===== src/rtl/eprom_rd_pkg.sv =====
`timescale 1ns/1ps
package eprom_rd_pkg;
  typedef enum logic [1:0] {
    ST_IDLE   = 2'd0,
    ST_FLOAT  = 2'd1,
    ST_ACCESS = 2'd2
  } rd_state_e;

  function automatic int imax(input int a, input int b);
    return (a > b) ? a : b;
  endfunction
endpackage


===== src/rtl/eprom_wait_timer.sv =====
`timescale 1ns/1ps
module eprom_wait_timer #(
  parameter int CW = 4
) (
  input  logic          clk,
  input  logic          rst,
  input  logic          clr,
  output logic [CW-1:0] cnt
);
  always_ff @(posedge clk) begin
    if (rst || clr) cnt <= '0;
    else if (cnt != {CW{1'b1}}) cnt <= cnt + 1'b1;
  end
endmodule


===== src/rtl/eprom_ce_decode.sv =====
`timescale 1ns/1ps
module eprom_ce_decode #(
  parameter int NUM_DEV = 3,
  parameter int SEL_W   = 2
) (
  input  logic               en,
  input  logic [SEL_W-1:0]   sel,
  output logic [NUM_DEV-1:0] ce_n
);
  for (genvar d = 0; d < NUM_DEV; d++) begin : g_dev
    assign ce_n[d] = !(en && (sel == SEL_W'(d)));
  end
endmodule


===== src/rtl/eprom_rd_ctrl.sv =====
`timescale 1ns/1ps
module eprom_rd_ctrl
  import eprom_rd_pkg::*;
#(
  parameter int ADDR_W  = 10,
  parameter int DEV_AW  = 8,
  parameter int NUM_DEV = 3,
  parameter int DATA_W  = 8,
  parameter int T_ADDR  = 4,
  parameter int T_CE    = 4,
  parameter int T_OE    = 2,
  parameter int T_FLOAT = 2
) (
  input  logic               clk,
  input  logic               rst,
  input  logic               req_valid,
  input  logic [ADDR_W-1:0]  req_addr,
  output logic               req_ready,
  output logic               rsp_valid,
  output logic               rsp_err,
  output logic [DATA_W-1:0]  rsp_data,
  output logic [DEV_AW-1:0]  mem_addr,
  output logic [NUM_DEV-1:0] mem_ce_n,
  output logic               mem_oe_n,
  input  logic [DATA_W-1:0]  mem_dq
);
  localparam int SEL_W    = ADDR_W - DEV_AW;
  localparam int T_SLOW   = imax(T_ADDR, T_CE);
  localparam int OE_START = (T_SLOW > T_OE) ? (T_SLOW - T_OE) : 0;
  localparam int SAMPLE   = imax(T_SLOW, OE_START + T_OE);
  localparam int CW       = $clog2(imax(SAMPLE, T_FLOAT) + 2);
  localparam logic [CW-1:0] SAMPLE_LAST = CW'(SAMPLE - 1);
  localparam logic [CW-1:0] FLOAT_LAST  = CW'((T_FLOAT > 0) ? T_FLOAT - 1 : 0);
  localparam logic [CW-1:0] OE_LAST     = CW'((OE_START > 0) ? OE_START - 1 : 0);
  localparam bit OE_AT_START = (OE_START == 0);
  localparam bit USE_FLOAT   = (T_FLOAT > 0);

  rd_state_e          state_q, state_d;
  logic [CW-1:0]      cnt;
  logic               tmr_clr;
  logic               on_q, on_d;
  logic [SEL_W-1:0]   sel_q, sel_d, last_sel_q;
  logic               last_vld_q;
  logic               oe_d, rsp_fire, err_fire;
  logic [NUM_DEV-1:0] ce_n_d;
  logic [SEL_W-1:0]   req_sel;
  logic               req_in_rng;

  assign req_sel    = req_addr[ADDR_W-1 -: SEL_W];
  assign req_in_rng = ({1'b0, req_sel} < (SEL_W+1)'(NUM_DEV));
  assign req_ready  = (state_q == ST_IDLE);

  eprom_wait_timer #(.CW(CW)) u_tmr (
    .clk (clk),
    .rst (rst),
    .clr (tmr_clr),
    .cnt (cnt)
  );

  eprom_ce_decode #(.NUM_DEV(NUM_DEV), .SEL_W(SEL_W)) u_dec (
    .en   (on_d),
    .sel  (sel_d),
    .ce_n (ce_n_d)
  );

  always_comb begin
    state_d  = state_q;
    on_d     = on_q;
    sel_d    = sel_q;
    oe_d     = 1'b0;
    tmr_clr  = 1'b0;
    rsp_fire = 1'b0;
    err_fire = 1'b0;
    unique case (state_q)
      ST_IDLE: begin
        if (req_valid) begin
          if (!req_in_rng) begin
            on_d     = 1'b0;
            err_fire = 1'b1;
          end else begin
            sel_d   = req_sel;
            tmr_clr = 1'b1;
            if (USE_FLOAT && last_vld_q && (req_sel != last_sel_q)) begin
              on_d    = 1'b0;
              state_d = ST_FLOAT;
            end else begin
              on_d    = 1'b1;
              oe_d    = OE_AT_START;
              state_d = ST_ACCESS;
            end
          end
        end
      end
      ST_FLOAT: begin
        if (cnt == FLOAT_LAST) begin
          on_d    = 1'b1;
          tmr_clr = 1'b1;
          oe_d    = OE_AT_START;
          state_d = ST_ACCESS;
        end
      end
      ST_ACCESS: begin
        if (cnt == SAMPLE_LAST) begin
          rsp_fire = 1'b1;
          state_d  = ST_IDLE;
        end else begin
          oe_d = OE_AT_START || (cnt >= OE_LAST);
        end
      end
      default: state_d = ST_IDLE;
    endcase
  end

  always_ff @(posedge clk) begin
    if (rst) begin
      state_q    <= ST_IDLE;
      on_q       <= 1'b0;
      sel_q      <= '0;
      last_sel_q <= '0;
      last_vld_q <= 1'b0;
      mem_ce_n   <= '1;
      mem_oe_n   <= 1'b1;
      mem_addr   <= '0;
      rsp_valid  <= 1'b0;
      rsp_err    <= 1'b0;
      rsp_data   <= '0;
    end else begin
      state_q   <= state_d;
      on_q      <= on_d;
      sel_q     <= sel_d;
      mem_ce_n  <= ce_n_d;
      mem_oe_n  <= !oe_d;
      rsp_valid <= rsp_fire || err_fire;
      rsp_err   <= err_fire;
      if (req_valid && req_ready && req_in_rng) mem_addr <= req_addr[DEV_AW-1:0];
      if (rsp_fire) begin
        rsp_data   <= mem_dq;
        last_vld_q <= 1'b1;
        last_sel_q <= sel_q;
      end else if (err_fire) begin
        rsp_data <= '0;
      end
    end
  end
endmodule


===== config.mk =====
export PLATFORM = sky130hd
export DESIGN_NAME = eprom_rd_ctrl
export DESIGN_NICKNAME = d
export VERILOG_FILES = /design/src/rtl/eprom_rd_pkg.sv /design/src/rtl/eprom_wait_timer.sv /design/src/rtl/eprom_ce_decode.sv /design/src/rtl/eprom_rd_ctrl.sv
export SDC_FILE = /design/constraint.sdc
export NUM_CORES = 1
export LEC_CHECK = 0
export ABC_AREA = 0
export BUFFER_PORTS_ARGS = -buffer_cell sky130_fd_sc_hd__buf_2
export CORE_MARGIN = 4
export CORE_UTILIZATION = 35
export DETAILED_ROUTE_END_ITERATION = 12
export GPL_TIMING_DRIVEN = 0
export HOLD_SLACK_MARGIN = 0.06
export SYNTH_ARGS = -nofsm -noshare
export SYNTH_HDL_FRONTEND = slang
export SYNTH_SLANG_ARGS = --single-unit

===== constraint.sdc =====
create_clock -name clk -period 2.23 [get_ports clk]
set_clock_uncertainty 0.05 [all_clocks]
set_input_delay 0.446 -clock clk [delete_from_list [all_inputs] [get_ports clk]]
set_output_delay 0.446 -clock clk [all_outputs]
set_load 0.03 [all_outputs]

# --- After elaboration in Yosys (flattened, before gate mapping) ---
# Cells that the tools add are included.
word_totals:
  word_cells: 70
  out_inout_bits: 23
  inputBits: 21
  reg_bits: 33
classes:
  n_addsub: 1
  reduce_logical: 16
  n_eq_ne: 12
  muxes: 27
  order_cmp: 2
op_table:
  columns: ["cell", "count"]
  rows:
  - ["two-way mux 2 bit", 8]
  - ["two-way mux 8 bit", 2]
  - ["two-way mux 1 bit", 14]
  - ["logical AND 1 bit", 6]
  - ["!= test 2 bit, second input constant", 3]
  - ["one-hot mux 2 bit (3 select lines)", 1]
  - ["equality test 2 x 1 -> 1 bit, second input constant", 2]
  - ["equality test 2 bit, second input constant", 2]
  - ["logical NOT 1 bit", 4]
  - ["logical NOT 2 bit", 2]
  - ["one-hot mux 1 bit (2 select lines)", 2]
  - ["AND reduction 4 bit", 1]
  - ["adder 3 x 1 -> 3 bit, second input constant", 1]
  - ["equality test 3 x 1 -> 1 bit, second input constant", 1]
  - ["equality test 3 x 2 -> 1 bit, second input constant", 1]
  - ["greater-or-equal comparator 3 x 1 -> 1 bit, second input constant", 1]
  - ["!= test 3 bit, second input constant", 1]
  - ["logical OR 1 bit", 2]
  - ["< comparator 2 bit, second input constant", 1]
  - ["!= test 2 x 1 -> 1 bit, second input constant", 1]
  - ["!= test 2 bit", 1]
  - ["nonzero test 2 bit", 1]

# --- Depth between registers and ports, before layout ---
logic_depth:
  depth_word: 8
  ltp_mapped: 7
  ltp_nobuf: 6

# --- Hierarchy ---
# Synthesis repeated with hierarchy kept, for this count alone.
unflattened:
  hier_cells: 152
  hier_area_um2: 1336.3
by_module_without_submodules:
  columns: ["mod", "cells_each", "seq_area_each_um2", "area_each_um2", "instances"]
  rows:
  - ["eprom_rd_ctrl", 138, 600.6, 1183.6, 1]
  - ["eprom_wait_timer", 11, 60.1, 128.9, 1]
  - ["eprom_ce_decode", 3, 0.0, 23.8, 1]

# --- Worst setup path before layout ---
# Ideal clock, no wire load.
synth_timing:
  path_kind: "input-to-reg"
  start: "in req_addr[9]"
  end: "reg mem_ce_n[2]"
  required_ps: 2053
  arrival_ps: 1553
  setup_time_ps: 127
  n_path_buf: 1
  path_stages: 5
  slack_ps: 500
  path_cell_list: "buf_2 nand2_1 nand3_2 o32ai_2 or3b_1"
synth_via:
  elab_chain_cells: 8
  word_cells_on_any_way: 13
  cone_classes: "order compare (1); eq/ne (2); mux (7); reduce/logical (3)"
synth_rtl:
  columns: ["element", "line", "source"]
  rows:
  - ["from (decl)", "eprom_rd_ctrl.sv:17", "input logic [ADDR_W-1:0] req_addr,"]
  - ["!= test 2 bit", "eprom_rd_ctrl.sv:83", "if (USE_FLOAT && last_vld_q && (req_sel != last_sel_q)) begin"]
  - ["logical AND 1 bit", "eprom_rd_ctrl.sv:83", null]
  - ["two-way mux 1 bit", "eprom_rd_ctrl.sv:83", null]
  - ["two-way mux 1 bit", "eprom_rd_ctrl.sv:77", "if (!req_in_rng) begin"]
  - ["two-way mux 1 bit", "eprom_rd_ctrl.sv:76", "if (req_valid) begin"]
  - ["one-hot mux 1 bit (2 select lines)", "eprom_rd_ctrl.sv:74", "unique case (state_q)"]
  - ["logical AND 1 bit *", "eprom_ce_decode.sv:11", "assign ce_n[d] = !(en && (sel == SEL_W'(d)));"]
  - ["logical NOT 1 bit *", "eprom_ce_decode.sv:11", null]
  - ["to (signal assigned)", "eprom_rd_ctrl.sv:131", "mem_ce_n <= ce_n_d;"]
  - ["to (decl)", "eprom_rd_ctrl.sv:23", "output logic [NUM_DEV-1:0] mem_ce_n,"]
# Every way passes the cells marked *; elsewhere a longest branch is shown, timed or not.
# A chain may end at the register's enable or synchronous reset.

# --- Worst setup path in the final report ---
layout_timing:
  start: "reg u_tmr.cnt[0]"
  end: "reg last_sel_q[1]"
layout_via:
  elab_chain_cells: 3
layout_rtl:
  columns: ["element", "line", "source"]
  rows:
  - ["from (decl)", "eprom_wait_timer.sv:8", "output logic [CW-1:0] cnt"]
  - ["from (signal assigned)", "eprom_wait_timer.sv:12", "else if (cnt != {CW{1'b1}}) cnt <= cnt + 1'b1;"]
  - ["equality test 3 x 2 -> 1 bit", "eprom_rd_ctrl.sv:103", "if (cnt == SAMPLE_LAST) begin"]
  - ["two-way mux 1 bit", "eprom_rd_ctrl.sv:103", null]
  - ["two-way mux 1 bit", "eprom_rd_ctrl.sv:74", null]
  - ["to (signal assigned)", "eprom_rd_ctrl.sv:139", "last_sel_q <= sel_q;"]
  - ["to (decl)", "eprom_rd_ctrl.sv:42", "logic [SEL_W-1:0] sel_q, sel_d, last_sel_q;"]
# No other way between the ends.

==> impl_metrics.tcl <==
set metrics [dict create \
    crit_type "register to register" \
    io_pins 44 \
    initial_utilization_pct 37.6 \
    worst_ep_arrival_time_ps 1930 \
    r2r_slack_ps 410 \
    max_freq_mhz 549 \
    synth_cell_types 32 \
    die_h_um 69.0 \
    cp_max_fo 10 \
    hold_buffers 0 \
    numCtsBuffers 5 \
    synthXorXnorAreaFrac_pct 2.02 \
    synthAdderAreaFrac_pct 3.84 \
    diodes 0 \
    min_period_ps 1820 \
    whs_path_depth 3 \
    fin_tns_setup_ps 0 \
    synth_top_family_by_area "simple AND/OR/NAND/NOR gates" \
    grt_pass1_wl_mm 4.87 \
    via_per_inst 4.87 \
    syn_nets 166 \
    leakage_nw 0.715 \
    antenna_left 0 \
    worstRegToRegCells 6 \
    syn-cell-area_um2 1300 \
    portBuffers 40 \
    grt_usage_pct 12.7 \
    overflow 0 \
    clockRootBuffer "clkbuf_8" \
    fin_nets 213 \
    status "finished, final reports clean" \
    power.density_nw_per_um2 743 \
    clockBufferDepth 2 \
    layout_commonest_cell "buf_2" \
    synth_compound_area_share_pct 16.8 \
    hold_path.class "input port to register" \
    cp.required_ps 2340 \
    dr.pass1.iters 3 \
    core_area_um2 3470 \
    avgRoutedWirePerCell_um 12.0 \
    ys_seq_elements 33 \
    dpl.hpwl_mm 2.13 \
    min_from "req_addr[2]" \
    clk_latency_ps 280 \
    drc 0 \
    num_vias 1145 \
    die_x_um 69.0 \
    post-cts-setup-buffers 0 \
    first_iter_violations 69 \
    final.period_utilization_pct 81.7 \
    routabilityCongestion 0.864 \
    maxCapViolations 0 \
    fin_util_pct 47.4 \
    slew_headroom_pct 68.4 \
    endpoint_kind "register" \
    rsz0062_at_grt "false" \
    dieArea_um2 4760 \
    layout-drive-gt1-share_pct 29.1 \
    grt_pass1_vias 1120 \
    yosys.area_share.simple_pct 20.3 \
    maxSlewViolCount 0 \
    yosysSeqAreaShare_pct 50.7 \
    synth_warnings 0 \
    antenna_found_initial 0 \
    hold_viol_final 0 \
    min_to "mem_addr[2]$_SDFFE_PP0P_" \
    cts_sinks 33 \
    cts_tree "yes" \
    peakVddDrop_mv 0.375 \
    avgSynthCellArea_um2 9.24 \
    wl_mm 2.81 \
    finalSetupViolCount 0 \
    final_cell_mix "buf_2 (42), dfxtp_1 (33), nor2_1 (23), nand2_1 (20), a21oi_1 (10)" \
    nFillCells 354 \
    clkTransAtPathRegs_ps 70 \
    ctsResizeCount 0 \
    r2r_end "last_sel_q[1]$_SDFFE_PP0P_" \
    rows 21 \
    reg2reg_from "u_tmr.cnt[0]$_SDFFE_PP0P_" \
    htreeDepth 2 \
    start_kind "register" \
    tightest_slew_ps 470 \
    grt_max_degree 11 \
    muxShareOfSynthArea_pct 1.54 \
    syn_inst 141 \
    synthToLayoutAreaGrowth_pct 26.1 \
]
flip-flops by register name, indices dropped and copies added (netlist names), named ones only:
name,flops
mem_addr,8
state_q,2
rsp_valid,1
mem_ce_n,3
last_vld_q,1
last_sel_q,2
u_tmr.cnt,3
rsp_err,1
rsp_data,8
mem_oe_n,1
sel_q,2
area by class of cell:
cell class | instances | area [um^2] | share of cell area, %
Multi-Input combinational cell | 96 | 579 | 35.3
Clock buffer | 6 | 72.6 | 4.42
Buffer | 9 | 51.3 | 3.12
Sequential cell | 33 | 661 | 40.2
Inverter | 3 | 11.3 | 0.685
Clock inverter | 2 | 10.0 | 0.609
Timing Repair Buffer | 40 | 200 | 12.2
Tap cell | 46 | 57.6 | 3.50
worst max-delay path by stage:
stage / start / end / slack [ps] / cells past startpoint
after floorplan: req_addr[9] / mem_ce_n[2]$_SDFF_PP1_ / 500 / 5
final: u_tmr.cnt[0]$_SDFFE_PP0P_ / last_sel_q[1]$_SDFFE_PP0P_ / 410 / 6
after detailed placement: req_addr[9] / mem_ce_n[2]$_SDFF_PP1_ / 290 / 5
after global routing: u_tmr.cnt[1]$_SDFFE_PP0P_ / last_sel_q[1]$_SDFFE_PP0P_ / 260 / 6
after global placement: req_addr[8] / mem_ce_n[2]$_SDFF_PP1_ / 310 / 5
after CTS: u_tmr.cnt[0]$_SDFFE_PP0P_ / last_sel_q[1]$_SDFFE_PP0P_ / 400 / 6
worst max-delay path: stages (launching register included):
cell	delay (ps)
dfxtp_1	380
ha_1	200
ha_1	190
and3b_1	210
clkbuf_1	390
mux2i_1	230
nor2_1	50
through the flow:
stage          power [mW]  area (um^2)  worst slack (ps)  std cells  hold slack, ps
4_1_cts              1.24         1640               399        235             338
5_1_grt              1.29         1640               256        235             342
2_1_floorplan       0.758         1300               500        141             384
3_3_place_gp        0.806         1560               310        227             388
3_5_place_dp        0.811         1560               295        227             402
6_report             1.22         1640               408        235             347
kinds of logic after synthesis:
family / after synthesis
AOI/OAI and AO/OA: 30
adders and majority gates: 4
and+or+nand+nor: 57
muxes: 2
buffers and inverters: 12
xor gates and xnor gates: 3
DFF: 33
report_power, final:
group	switching, mW	total, mW	internal (mW)	leakage [nW]
clock network	0.208	0.424	0.216	0.0450
logic	0.105	0.166	0.0611	0.401
registers	0.0163	0.630	0.614	0.269
total	0.329	1.22	0.891	0.715
metal layers:
layer	wire length [um]	vias up	GRT usage, %
met5	0	-	0
met4	64	0	7.81
met2	1390	26	21.4
met3	148	5	4.07
li1	-	576	-
met1	1200	538	13.8
synth_stat cells:
master     n  area share, %
nor3b_1    2            1.2
nand3_1    3            1.2
buf_2      2           0.77
a21oi_1   10            3.8
clkbuf_1   5            1.4
a32oi_1    1           0.67
xnor2_1    2            1.3
inv_1      3           0.86
a21oi_4    1            1.2
a211oi_1   2            1.2
xor2_1     1           0.67
buf_6      2            1.7
nand2_1   20            5.8
or3b_1     2            1.3
o32ai_2    1            1.2
dfxtp_1   33             51
a21boi_0   1           0.58
nand4b_1   1           0.67
mux2i_1    2            1.5
ha_1       4            3.8
o22a_1     1           0.67
nor2_4     1           0.86
nor2b_1    1           0.48
nand3_2    1           0.77
o211ai_1   1           0.58
o311ai_0   1           0.67
a22oi_1    8            4.6
o22ai_1    2           0.96
a21o_1     1           0.58
nor3_1     2           0.77
and3b_1    1           0.67
nor2_1    23            6.6
Power figures use the tool's default switching activity.
